===== src/rtl/smb_lowto_pkg.sv =====
package smb_lowto_pkg;
  typedef enum logic {
    RC_IDLE    = 1'b0,
    RC_RECOVER = 1'b1
  } rc_state_e;
endpackage


===== src/rtl/smb_tick_gen.sv =====
// Free-running prescaler: one tick every presc_i+1 cycles.
module smb_tick_gen #(
  parameter int PRESC_W = 16
) (
  input  logic               clk,
  input  logic               rst_n,
  input  logic [PRESC_W-1:0] presc_i,
  output logic               tick_o
);
  logic [PRESC_W-1:0] cnt_q, cnt_d;

  always_comb begin
    // >= so a lowered setting never makes the counter run to wrap-around
    tick_o = (cnt_q >= presc_i);
    cnt_d  = tick_o ? '0 : cnt_q + 1'b1;
  end

  always_ff @(posedge clk or negedge rst_n) begin
    if (!rst_n) cnt_q <= '0;
    else        cnt_q <= cnt_d;
  end
endmodule


===== src/rtl/smb_low_timer.sv =====
// Counts ticks while SCL is low; flags a single expiry per low phase.
module smb_low_timer #(
  parameter int LOW_TICKS = 25
) (
  input  logic clk,
  input  logic rst_n,
  input  logic scl_i,
  input  logic tick_i,
  output logic timeout_o
);
  localparam int CW = $clog2(LOW_TICKS + 1);

  logic [CW-1:0] cnt_q, cnt_d;
  logic          exp_q, exp_d;
  logic          pulse_q, pulse_d;
  logic          hit;

  always_comb begin
    hit     = !scl_i && tick_i && !exp_q && (cnt_q == CW'(LOW_TICKS - 1));
    cnt_d   = cnt_q;
    exp_d   = exp_q;
    pulse_d = hit;
    if (scl_i) begin
      cnt_d = '0;
      exp_d = 1'b0;
    end else if (tick_i && !exp_q) begin
      if (hit) begin
        cnt_d = '0;
        exp_d = 1'b1;
      end else begin
        cnt_d = cnt_q + 1'b1;
      end
    end
  end

  always_ff @(posedge clk or negedge rst_n) begin
    if (!rst_n) begin
      cnt_q   <= '0;
      exp_q   <= 1'b0;
      pulse_q <= 1'b0;
    end else begin
      cnt_q   <= cnt_d;
      exp_q   <= exp_d;
      pulse_q <= pulse_d;
    end
  end

  assign timeout_o = pulse_q;
endmodule


===== src/rtl/smb_recov_ctl.sv =====
// Stop request latch and post-timeout recovery window.
module smb_recov_ctl
  import smb_lowto_pkg::*;
#(
  parameter int RECOV_TICKS = 10
) (
  input  logic clk,
  input  logic rst_n,
  input  logic scl_i,
  input  logic sda_i,
  input  logic tick_i,
  input  logic to_pulse_i,
  input  logic stop_ack_i,
  output logic stop_req_o,
  output logic ready_o
);
  localparam int RW = $clog2(RECOV_TICKS + 1);

  rc_state_e     st_q, st_d;
  logic [RW-1:0] rcnt_q, rcnt_d;
  logic          req_q, req_d;
  logic          sda_q;
  logic          bus_stop;

  assign bus_stop = scl_i && sda_i && !sda_q;

  always_comb begin
    st_d   = st_q;
    rcnt_d = rcnt_q;
    unique case (st_q)
      RC_IDLE: begin
        if (to_pulse_i) begin
          st_d   = RC_RECOVER;
          rcnt_d = '0;
        end
      end
      RC_RECOVER: begin
        if (to_pulse_i) begin
          rcnt_d = '0;
        end else if (bus_stop) begin
          st_d = RC_IDLE;
        end else if (tick_i) begin
          if (rcnt_q == RW'(RECOV_TICKS - 1)) st_d = RC_IDLE;
          else                                rcnt_d = rcnt_q + 1'b1;
        end
      end
      default: st_d = RC_IDLE;
    endcase
    // a fresh timeout wins over an acknowledge in the same cycle
    req_d = to_pulse_i ? 1'b1 : (stop_ack_i ? 1'b0 : req_q);
  end

  always_ff @(posedge clk or negedge rst_n) begin
    if (!rst_n) begin
      st_q   <= RC_IDLE;
      rcnt_q <= '0;
      req_q  <= 1'b0;
      sda_q  <= 1'b1;
    end else begin
      st_q   <= st_d;
      rcnt_q <= rcnt_d;
      req_q  <= req_d;
      sda_q  <= sda_i;
    end
  end

  assign stop_req_o = req_q;
  assign ready_o    = (st_q == RC_IDLE) && !to_pulse_i;
endmodule


===== src/rtl/smb_lowto_mon.sv =====
module smb_lowto_mon #(
  parameter int PRESC_W     = 16,
  parameter int LOW_TICKS   = 25,
  parameter int RECOV_TICKS = 10,
  parameter int READY_TICKS = 35
) (
  input  logic               clk,
  input  logic               rst_n,
  input  logic               scl_i,
  input  logic               sda_i,
  input  logic [PRESC_W-1:0] presc_i,
  input  logic               stop_ack_i,
  output logic               timeout_o,
  output logic               stop_req_o,
  output logic               slv_rst_o,
  output logic               start_ready_o
);
  logic tick_w;
  logic to_w;

  smb_tick_gen #(.PRESC_W(PRESC_W)) u_tick (
    .clk     (clk),
    .rst_n   (rst_n),
    .presc_i (presc_i),
    .tick_o  (tick_w)
  );

  smb_low_timer #(.LOW_TICKS(LOW_TICKS)) u_low (
    .clk       (clk),
    .rst_n     (rst_n),
    .scl_i     (scl_i),
    .tick_i    (tick_w),
    .timeout_o (to_w)
  );

  smb_recov_ctl #(.RECOV_TICKS(RECOV_TICKS)) u_recov (
    .clk        (clk),
    .rst_n      (rst_n),
    .scl_i      (scl_i),
    .sda_i      (sda_i),
    .tick_i     (tick_w),
    .to_pulse_i (to_w),
    .stop_ack_i (stop_ack_i),
    .stop_req_o (stop_req_o),
    .ready_o    (start_ready_o)
  );

  assign timeout_o = to_w;
  assign slv_rst_o = to_w;
endmodule


===== config.mk =====
export PLATFORM = sky130hd
export DESIGN_NAME = smb_lowto_mon
export DESIGN_NICKNAME = d
export VERILOG_FILES = /design/src/rtl/smb_lowto_pkg.sv /design/src/rtl/smb_tick_gen.sv /design/src/rtl/smb_low_timer.sv /design/src/rtl/smb_recov_ctl.sv /design/src/rtl/smb_lowto_mon.sv
export SDC_FILE = /design/constraint.sdc
export NUM_CORES = 1
export LEC_CHECK = 0
export BUFFER_PORTS_ARGS = -buffer_cell sky130_fd_sc_hd__buf_2
export CAP_MARGIN = 10
export CORE_ASPECT_RATIO = 0.6
export CORE_MARGIN = 2
export CORE_UTILIZATION = 40
export DETAILED_ROUTE_END_ITERATION = 7
export RECOVER_POWER = 25
export SYNTH_ARGS = -nofsm -noshare
export SYNTH_HDL_FRONTEND = slang
export SYNTH_SLANG_ARGS = --single-unit

===== constraint.sdc =====
create_clock -name clk -period 2.2 [get_ports clk]
set_input_delay 0.44 -clock clk [delete_from_list [all_inputs] [get_ports clk]]
set_output_delay 0.44 -clock clk [all_outputs]
set_load 0.01 [all_outputs]

; Word level (Yosys, flattened, before mapping)
; Index checks and enable logic that the tools add are counted.
[word_totals]
output_inout_bits = 4
reg_bits = 30
rom_bits = 0
memories = 0
input_bits = 21
word_cells = 56
latchBits = 0
ram_bits = 0
[op_classes]
eq_ne = 6
n_addsub = 3
n_reduce_logical = 16
shifts = 0
n_bitwise = 1
n_div = 0
n_mul = 0
order_cmp = 1
muxes = 21
[ops]
columns = cell, n
row1 = $mux W4, 5
row2 = $add A16 B1 Y16 const B, 1
row3 = $ge A16 B16 Y1, 1
row4 = $mux W16, 1
row5 = $mux W5, 3
row6 = $mux W1, 10
row7 = $ne A3 B3 Y1 const B, 3
row8 = $pmux W4 S2, 1
row9 = $logic_and A1 B1 Y1, 7
row10 = $reduce_bool A2 Y1, 3
row11 = $add A5 B1 Y5 const B, 1
row12 = $eq A5 B5 Y1 const B, 1
row13 = $add A4 B1 Y4 const B, 1
row14 = $eq A4 B4 Y1 const B, 1
row15 = $logic_not A1 Y1, 4
row16 = $reduce_and A4 Y1, 1
row17 = $ne A2 B2 Y1 const B, 1
row18 = $pmux W1 S2, 1
row19 = $reduce_and A2 Y1, 1
row20 = $not A1 Y1, 1

; Longest topological paths before layout
; Gate-level depths: netlist (run 1).
[depth]
ltp_word = 7
mapped_depth = 10
mapped_depth_nobuf = 8

; Hierarchy
; A second synthesis (run 1) with hierarchy kept.
[hier_totals]
cells_unflattened = 205
area_unflattened_um2 = 2031.9
[modules_own_cells]
columns = module, area_each_um2, seq_area_each_um2, cells_per_inst, n_inst
row1 = smb_tick_gen, 1260.0, 400.4, 130, 1
row2 = smb_low_timer, 392.9, 175.2, 39, 1
row3 = smb_recov_ctl, 371.6, 176.4, 35, 1
row4 = smb_lowto_mon, 7.5, 0.0, 1, 1

; Worst setup path before layout (run 1)
; OpenSTA, ideal clock, no wires.
[synth_path]
kind = in2reg
start = input presc_i[10]
end = register u_recov.rcnt_q[3]
path_stages = 9
arrival_ns = 2.102
path_buffers = 1
setup_time_ns = 0.125
setup_slack_ns = -0.026
required_time_ns = 2.075
path_cell_list = inv_1 -> ha_1 -> and4_1 -> and2_4 -> a221o_1 -> a31o_2 -> buf_6 -> nand3_1 -> mux2_2
[synth_between]
elab_chain_cells = 3
[synth_rtl]
columns = element, line_no
row1 = from (decl), smb_lowto_mon.sv:11  ; input logic [PRESC_W-1:0] presc_i,
row2 = $ge A16 B16 Y1, smb_tick_gen.sv:14  ; tick_o = (cnt_q >= presc_i);
row3 = $ne A3 B3 Y1 (no line), --
row4 = $reduce_and A4 Y1 (no line), --
row5 = to (signal assigned), smb_recov_ctl.sv:61  ; rcnt_q <= rcnt_d;
row6 = to (decl), smb_recov_ctl.sv:20  ; logic [RW-1:0] rcnt_q, rcnt_d;
; Every way passes these cells.
; A chain may end at the register's enable or synchronous reset.

; Worst setup path in the final report (run 1)
[layout_path]
start = register u_tick.cnt_q[14]
end = register u_recov.rcnt_q[3]
[layout_between]
elab_chain_cells = 3
[layout_rtl]
columns = element, line_no
row1 = from (decl), smb_tick_gen.sv:10  ; logic [PRESC_W-1:0] cnt_q, cnt_d;
row2 = from (signal assigned), smb_tick_gen.sv:20  ; else cnt_q <= cnt_d;
row3 = $ge A16 B16 Y1, smb_tick_gen.sv:14
row4 = $ne A3 B3 Y1 (no line), --
row5 = $reduce_and A4 Y1 (no line), --
; Every way passes these cells.

==> metrics.cfg, run 1 <==
[outcome]
status = finished, violations left
failed_checks = max-capacitance violations, max-slew violations

[place]
place_hpwl_um = 2840
gp_congestion = 0.817
dp.cells = 301
portBuffers = 24

[worst_setup_path]
endpoint_kind = register
crit_type = reg -> reg
cp.arrival_ns = 2.34
startpoint_type = register
cp_max_fo = 6
crit_required_ns = 2.37

[floorplan]
io_pins = 25
die_w_um = 92.1
num_rows = 19
die_area_mm2 = 0.00524
die_h_um = 56.9
start_util = 0.413
core_mm2 = 0.00452

[global_routing]
grt_pass1_wl_um = 6580
grt_overflow = 0
grt_max_degree = 31
busiest_layer = met1
first_global_vias = 1436
antenna_found_initial = 0
use_met3 = 0.0416
grtUsageMet2 = 0.233
grt.met1_usage = 0.236
grt_usage = 0.164

[synth]
synthMuxAreaShare = 0.0121
synth_nets = 241
syn-cell-area_mm2 = 0.00186
async_reset_ff_frac = 1.00
yosys_warnings = 0
synth_edf_count = 0
yosysSeqAreaShare = 0.403
synth_compound_area_frac = 0.119
yosysUniqueCellTypes = 41
ys_ff_latch = 30
synth_ff_type = dfrtp_1
synth_xor_area_frac = 0.0564
synth_top_family_by_area = simple AND/OR/NAND/NOR gates
synthSimpleGateAreaFrac = 0.197
synthCells = 199
syn_area_per_cell_um2 = 9.37
synthAdderAreaFrac = 0.141

[final_layout]
fillers = 427
final_cell_mix = dfrtp_1, inv_1, nor2_1, buf_2, buf_4
layout_commonest_cell = dfrtp_1
diodes = 0
final_nets = 290
finalNonFillerCells = 312
syn2layout_area_growth_pct = 30.5
drive_gt1_frac = 0.277

[route]
num_vias = 1512
postRouteAntennaNets = 0
firstDrtPassIters = 4
wl_um = 3950
drt_first_iter_violations = 25
drc = 0
avgViaCountPerCell = 4.85
wl_per_cell_um = 12.7

[pwr]
power.density_mw_per_mm2 = 660
ir_worst_vdd_uv = 302
power.leakage_nw = 1.24

[sta]
slew_viol_final = 31
period_minus_slack_ns = 2.17
relSlewSlack = -0.102
fin_crit_sh = 0.985
hold_ws_ns = 0.246
setup_viol = 0
clock.fmax_ghz = 0.462
tns_ns = 0
worst_pin_slew_ns = 1.65
skew_ns = 0.00609
hold_violations = 0

[clock_network]
cts_tree = done
root_buffer = clkbuf_8
clock_latency_ns = 0.28
cts_hold_buf = 0
numCtsBuffers = 5
path_clk_slew_ns = 0.07
cts_buffer_depth = 2
htreeDepth = 2
cts_sinks = 30

[flow_run]
maxCapViolCount = 1

[worst_hold_path]
min_path_type = in -> reg

==> cell usage after synthesis (3+ instances only) <==
| library cell | n | area share |
|---|---|---|
| and4_1 | 3 | 0.014 |
| nor2_1 | 22 | 0.044 |
| nand4_1 | 4 | 0.013 |
| o21ai_0 | 6 | 0.016 |
| and3_1 | 6 | 0.020 |
| dfrtp_1 | 29 | 0.39 |
| a21oi_1 | 7 | 0.019 |
| nand2b_1 | 4 | 0.013 |
| nor3_1 | 4 | 0.011 |
| ha_1 | 21 | 0.14 |
| xor2_1 | 10 | 0.047 |
| clkbuf_1 | 3 | 0.0060 |
| nand2_1 | 5 | 0.010 |
| nand3_1 | 15 | 0.040 |
| inv_1 | 26 | 0.052 |
==> logic make-up (layout without fill, tap and decap cells) <==
kind of cell | count (synthesis) | in the layout
simple gates | 71 | 71
mux | 2 | 2
compound gates | 31 | 31
xor+xnor | 12 | 12
buf+inv | 32 | 82
fa+ha+maj | 21 | 21
flops | 30 | 30
==> through the flow <==
step	util	setup slack, ns	total power, mW	area (µm²)
after floorplan	-	0.0194	0.844	1890
after global placement	0.491	-0.207	1.02	2220
after detailed placement	0.491	-0.242	1.02	2220
after CTS	0.517	0.00867	1.59	2340
after global routing	0.539	-0.0519	1.72	2430
final	0.539	0.0341	1.61	2430
==> metal layers <==
| metal | vias up | part of all wire |
|---|---|---|
| li1 | 785 | - |
| met1 | 697 | 0.55 |
| met2 | 23 | 0.40 |
| met3 | 7 | 0.034 |
| met4 | 0 | 0.015 |
| met5 | - | 0 |
==> critical path, cell delays in order, from the launching register on <==
cell and delay [ns]:
dfrtp_1 0.38, ha_1 0.28, and4_1 0.23, and2_4 0.14, a221o_1 0.31, a31o_4 0.25
buf_12 0.14, nand3_4 0.05, mux2_4 0.29
==> sequential cells by signal, summed over array words and instances (netlist names) <==
register and count:
u_low.exp_q 1, u_tick.cnt_q 16, u_recov.sda_q 1, u_recov.rcnt_q 4, u_low.timeout_o 1, u_recov.st_q 1
u_low.cnt_q 5, u_recov.stop_req_o 1
==> where the power goes <==
group,internal [mW],switching [mW],total (mW)
combinational,0.206,0.190,0.396
sequential,0.612,0.0472,0.659
clock,0.333,0.217,0.550
==> cell type report <==
class | instances | area [µm²] | area share
Clock inverter | 3 | 40.0 | 0.0165
Clock buffer | 5 | 68.8 | 0.0283
Sequential cell | 30 | 752 | 0.309
Multi-Input combinational cell | 137 | 1080 | 0.445
Timing Repair Buffer | 48 | 314 | 0.129
Tap cell | 63 | 78.8 | 0.0324
Inverter | 26 | 97.6 | 0.0401
==> repair_timing <==
| action | in CTS | in global routing |
|---|---|---|
| pin swaps | 1 | 5 |
| gates resized for setup | 3 | 10 |
| buffers inserted | 0 | 3 |
| setup endpoints to repair | 18 | 22 |
==> worst paths after layout <==
check                              startpoint            endpoint  slack [ns]  cells after the start
setup / recovery             u_tick.cnt_q[14]   u_recov.rcnt_q[3]        0.03                      8
hold / removal                          sda_i       u_recov.sda_q        0.25                      1
setup reg to reg             u_tick.cnt_q[14]   u_recov.rcnt_q[3]        0.03                      8
hold reg to reg            u_recov.stop_req_o  u_recov.stop_req_o        0.47                      1
max in group asynchronous               rst_n   u_recov.rcnt_q[1]        0.67                      1
min in group asynchronous               rst_n    u_tick.cnt_q[15]        0.57                      1
Note: power is estimated with default switching activity, not from simulation.
==> inputs of run 2 (changes only) <==
- CORE_UTILIZATION: 40 -> 30
==> run 2 against run 1 <==
The flow still finishes with violations (max-capacitance violations, max-slew violations). Routed wire length down 1.9%. Register-to-register slack about the same. Sequential share of layout area up 0.27 points. Hold slack better by 0.021 ns. Power down 2.3%. Combinational power down 4%. Die area up 31%. Critical path type unchanged.
==> metrics.cfg, run 2 (same netlist as run 1, synthesis figures left out) <==
[outcome]
status = finished, violations left
failed_checks = max-capacitance violations, max-slew violations

[clock_network]
cts_tree = done
cts_sinks = 30
numCtsBuffers = 5
clock_latency_ns = 0.29
cts_buffer_depth = 2
htreeDepth = 2
path_clk_slew_ns = 0.07
root_buffer = clkbuf_8

[final_layout]
final_util = 0.398
diodes = 0
syn2layout_area_growth_pct = 29.4
finalNonFillerCells = 331
fillers = 602
drive_gt1_frac = 0.283
largest_reg_flops = 16
final_nets = 288
top_register = u_tick.cnt_q
layout_commonest_cell = dfrtp_1
final_cell_mix = dfrtp_1, inv_1, buf_2
reg_top3 = u_tick.cnt_q: 16 flops, u_low.cnt_q: 5 flops, u_recov.rcnt_q: 4 flops

[floorplan]
start_util = 0.308
die_h_um = 65.1
core_mm2 = 0.00606
die_area_mm2 = 0.00688
io_pins = 25
num_rows = 22
die_w_um = 106

[worst_setup_path]
crit_path_cell_trace = ha_1 > a21o_1 > a221oi_2 > o21ai_2 > a31o_4 > buf_6 > a311oi_2 > a31o_1
crit_type = reg -> reg
cpMaxStageDelayCell = dfrtp_1
cp_max_fo = 10
cp_slowest_stage_delay_ns = 0.41
endpoint_kind = register
cp.arrival_ns = 2.39
crit_required_ns = 2.43
startpoint_type = register

[global_routing]
grt_overflow = 0
grt_max_degree = 31
first_global_vias = 1376
grt_usage = 0.120
grt_pass1_wl_um = 6410
antenna_found_initial = 0

[sta]
hold_ws_ns = 0.267
clock.fmax_ghz = 0.463
setup_viol = 0
skew_ns = 0.00769
worst_pin_slew_ns = 1.64
relSlewSlack = -0.0954
layout_setup_ws_ns = 0.0384
fin_crit_sh = 0.983
slew_viol_final = 31
hold_violations = 0
period_minus_slack_ns = 2.16

[pwr]
power.leakage_nw = 1.24
power.density_mw_per_mm2 = 650
ir_worst_vdd_uv = 245

[worst_hold_path]
min_path_type = in -> reg

[route]
wl_um = 3870
avgViaCountPerCell = 4.60
drt_first_iter_violations = 55
wl_per_cell_um = 11.7
drc = 0
postRouteAntennaNets = 0
num_vias = 1522
firstDrtPassIters = 5

[flow_run]
maxCapViolCount = 1

[place]
dp.cells = 320
pre_cts_ws_ns = -0.307
place_hpwl_um = 2780
gp_congestion = 0.831
portBuffers = 24

## run 2: cell types whose count changed in the layout (fill, tap and decap cells not counted), moves of 2 or more
cell      delta
clkbuf_8     +3
clkinv_2     -2
ha_1         +3
ha_4         -3
o31ai_1      -2
o31ai_2      +2
## run 2: worst paths after layout
check                                    from                 end  slack (ns)  cells past startpoint
min in group asynchronous               rst_n     u_tick.cnt_q[7]        0.57                      1
min                                     sda_i       u_recov.sda_q        0.27                      1
max in group asynchronous               rst_n     u_tick.cnt_q[0]        0.68                      1
max reg2reg                   u_tick.cnt_q[5]      u_low.cnt_q[2]        0.04                      8
max                           u_tick.cnt_q[5]      u_low.cnt_q[2]        0.04                      8
min reg2reg                u_recov.stop_req_o  u_recov.stop_req_o        0.48                      1
## run 2: what timing repair did
| action | in CTS | in global routing |
|---|---|---|
| hold buffers | 0 | 0 |
| gates resized for setup | 4 | 11 |
| pin swaps | 1 | 2 |
| setup buffers | 1 | 2 |
| endpoints found under the hold margin | 0 | 0 |
| endpoints found under the setup margin | 9 | 9 |
## run 2: critical path: cells and delay by family, from the launching register on
| kind | cells | cell delay (ns) |
|---|---|---|
| AOI/OAI and AO/OA | 6 | 1.26 |
| buffers and inverters | 1 | 0.15 |
| DFF | 1 | 0.41 |
| adders and majority gates | 1 | 0.29 |
## run 2: layout make-up
| type | count | area (µm²) | area share |
|---|---|---|---|
| Timing Repair Buffer | 46 | 288 | 0.119 |
| Sequential cell | 30 | 752 | 0.312 |
| Tap cell | 84 | 105 | 0.0436 |
| Multi-Input combinational cell | 137 | 1060 | 0.439 |
| Clock buffer | 8 | 110 | 0.0456 |
| Inverter | 26 | 97.6 | 0.0405 |
## run 2: power breakdown
part / internal, mW / total (mW) / switching, mW
clock: 0.316 / 0.529 / 0.214
sequential: 0.612 / 0.659 / 0.0467
combinational: 0.192 / 0.380 / 0.189
## run 2: stage by stage
| stage | setup TNS, ns | power [mW] | cell area [µm²] |
|---|---|---|---|
| 2_1_floorplan | 0 | 0.844 | 1890 |
| 3_3_place_gp | -1.88 | 1.01 | 2220 |
| 3_5_place_dp | -2.61 | 1.02 | 2220 |
| 4_1_cts | 0 | 1.57 | 2350 |
| 5_1_grt | -0.00630 | 1.67 | 2410 |
| 6_report | 0 | 1.57 | 2410 |
## run 2: layer usage
layer,part of all wire,routed length (µm),vias to the layer above,GRT usage
li1,-,-,784,-
met1,0.56,2180,698,0.186
met2,0.38,1460,35,0.156
met3,0.046,178,5,0.0282
met4,0.014,53,0,0.0493
met5,0,0,-,0
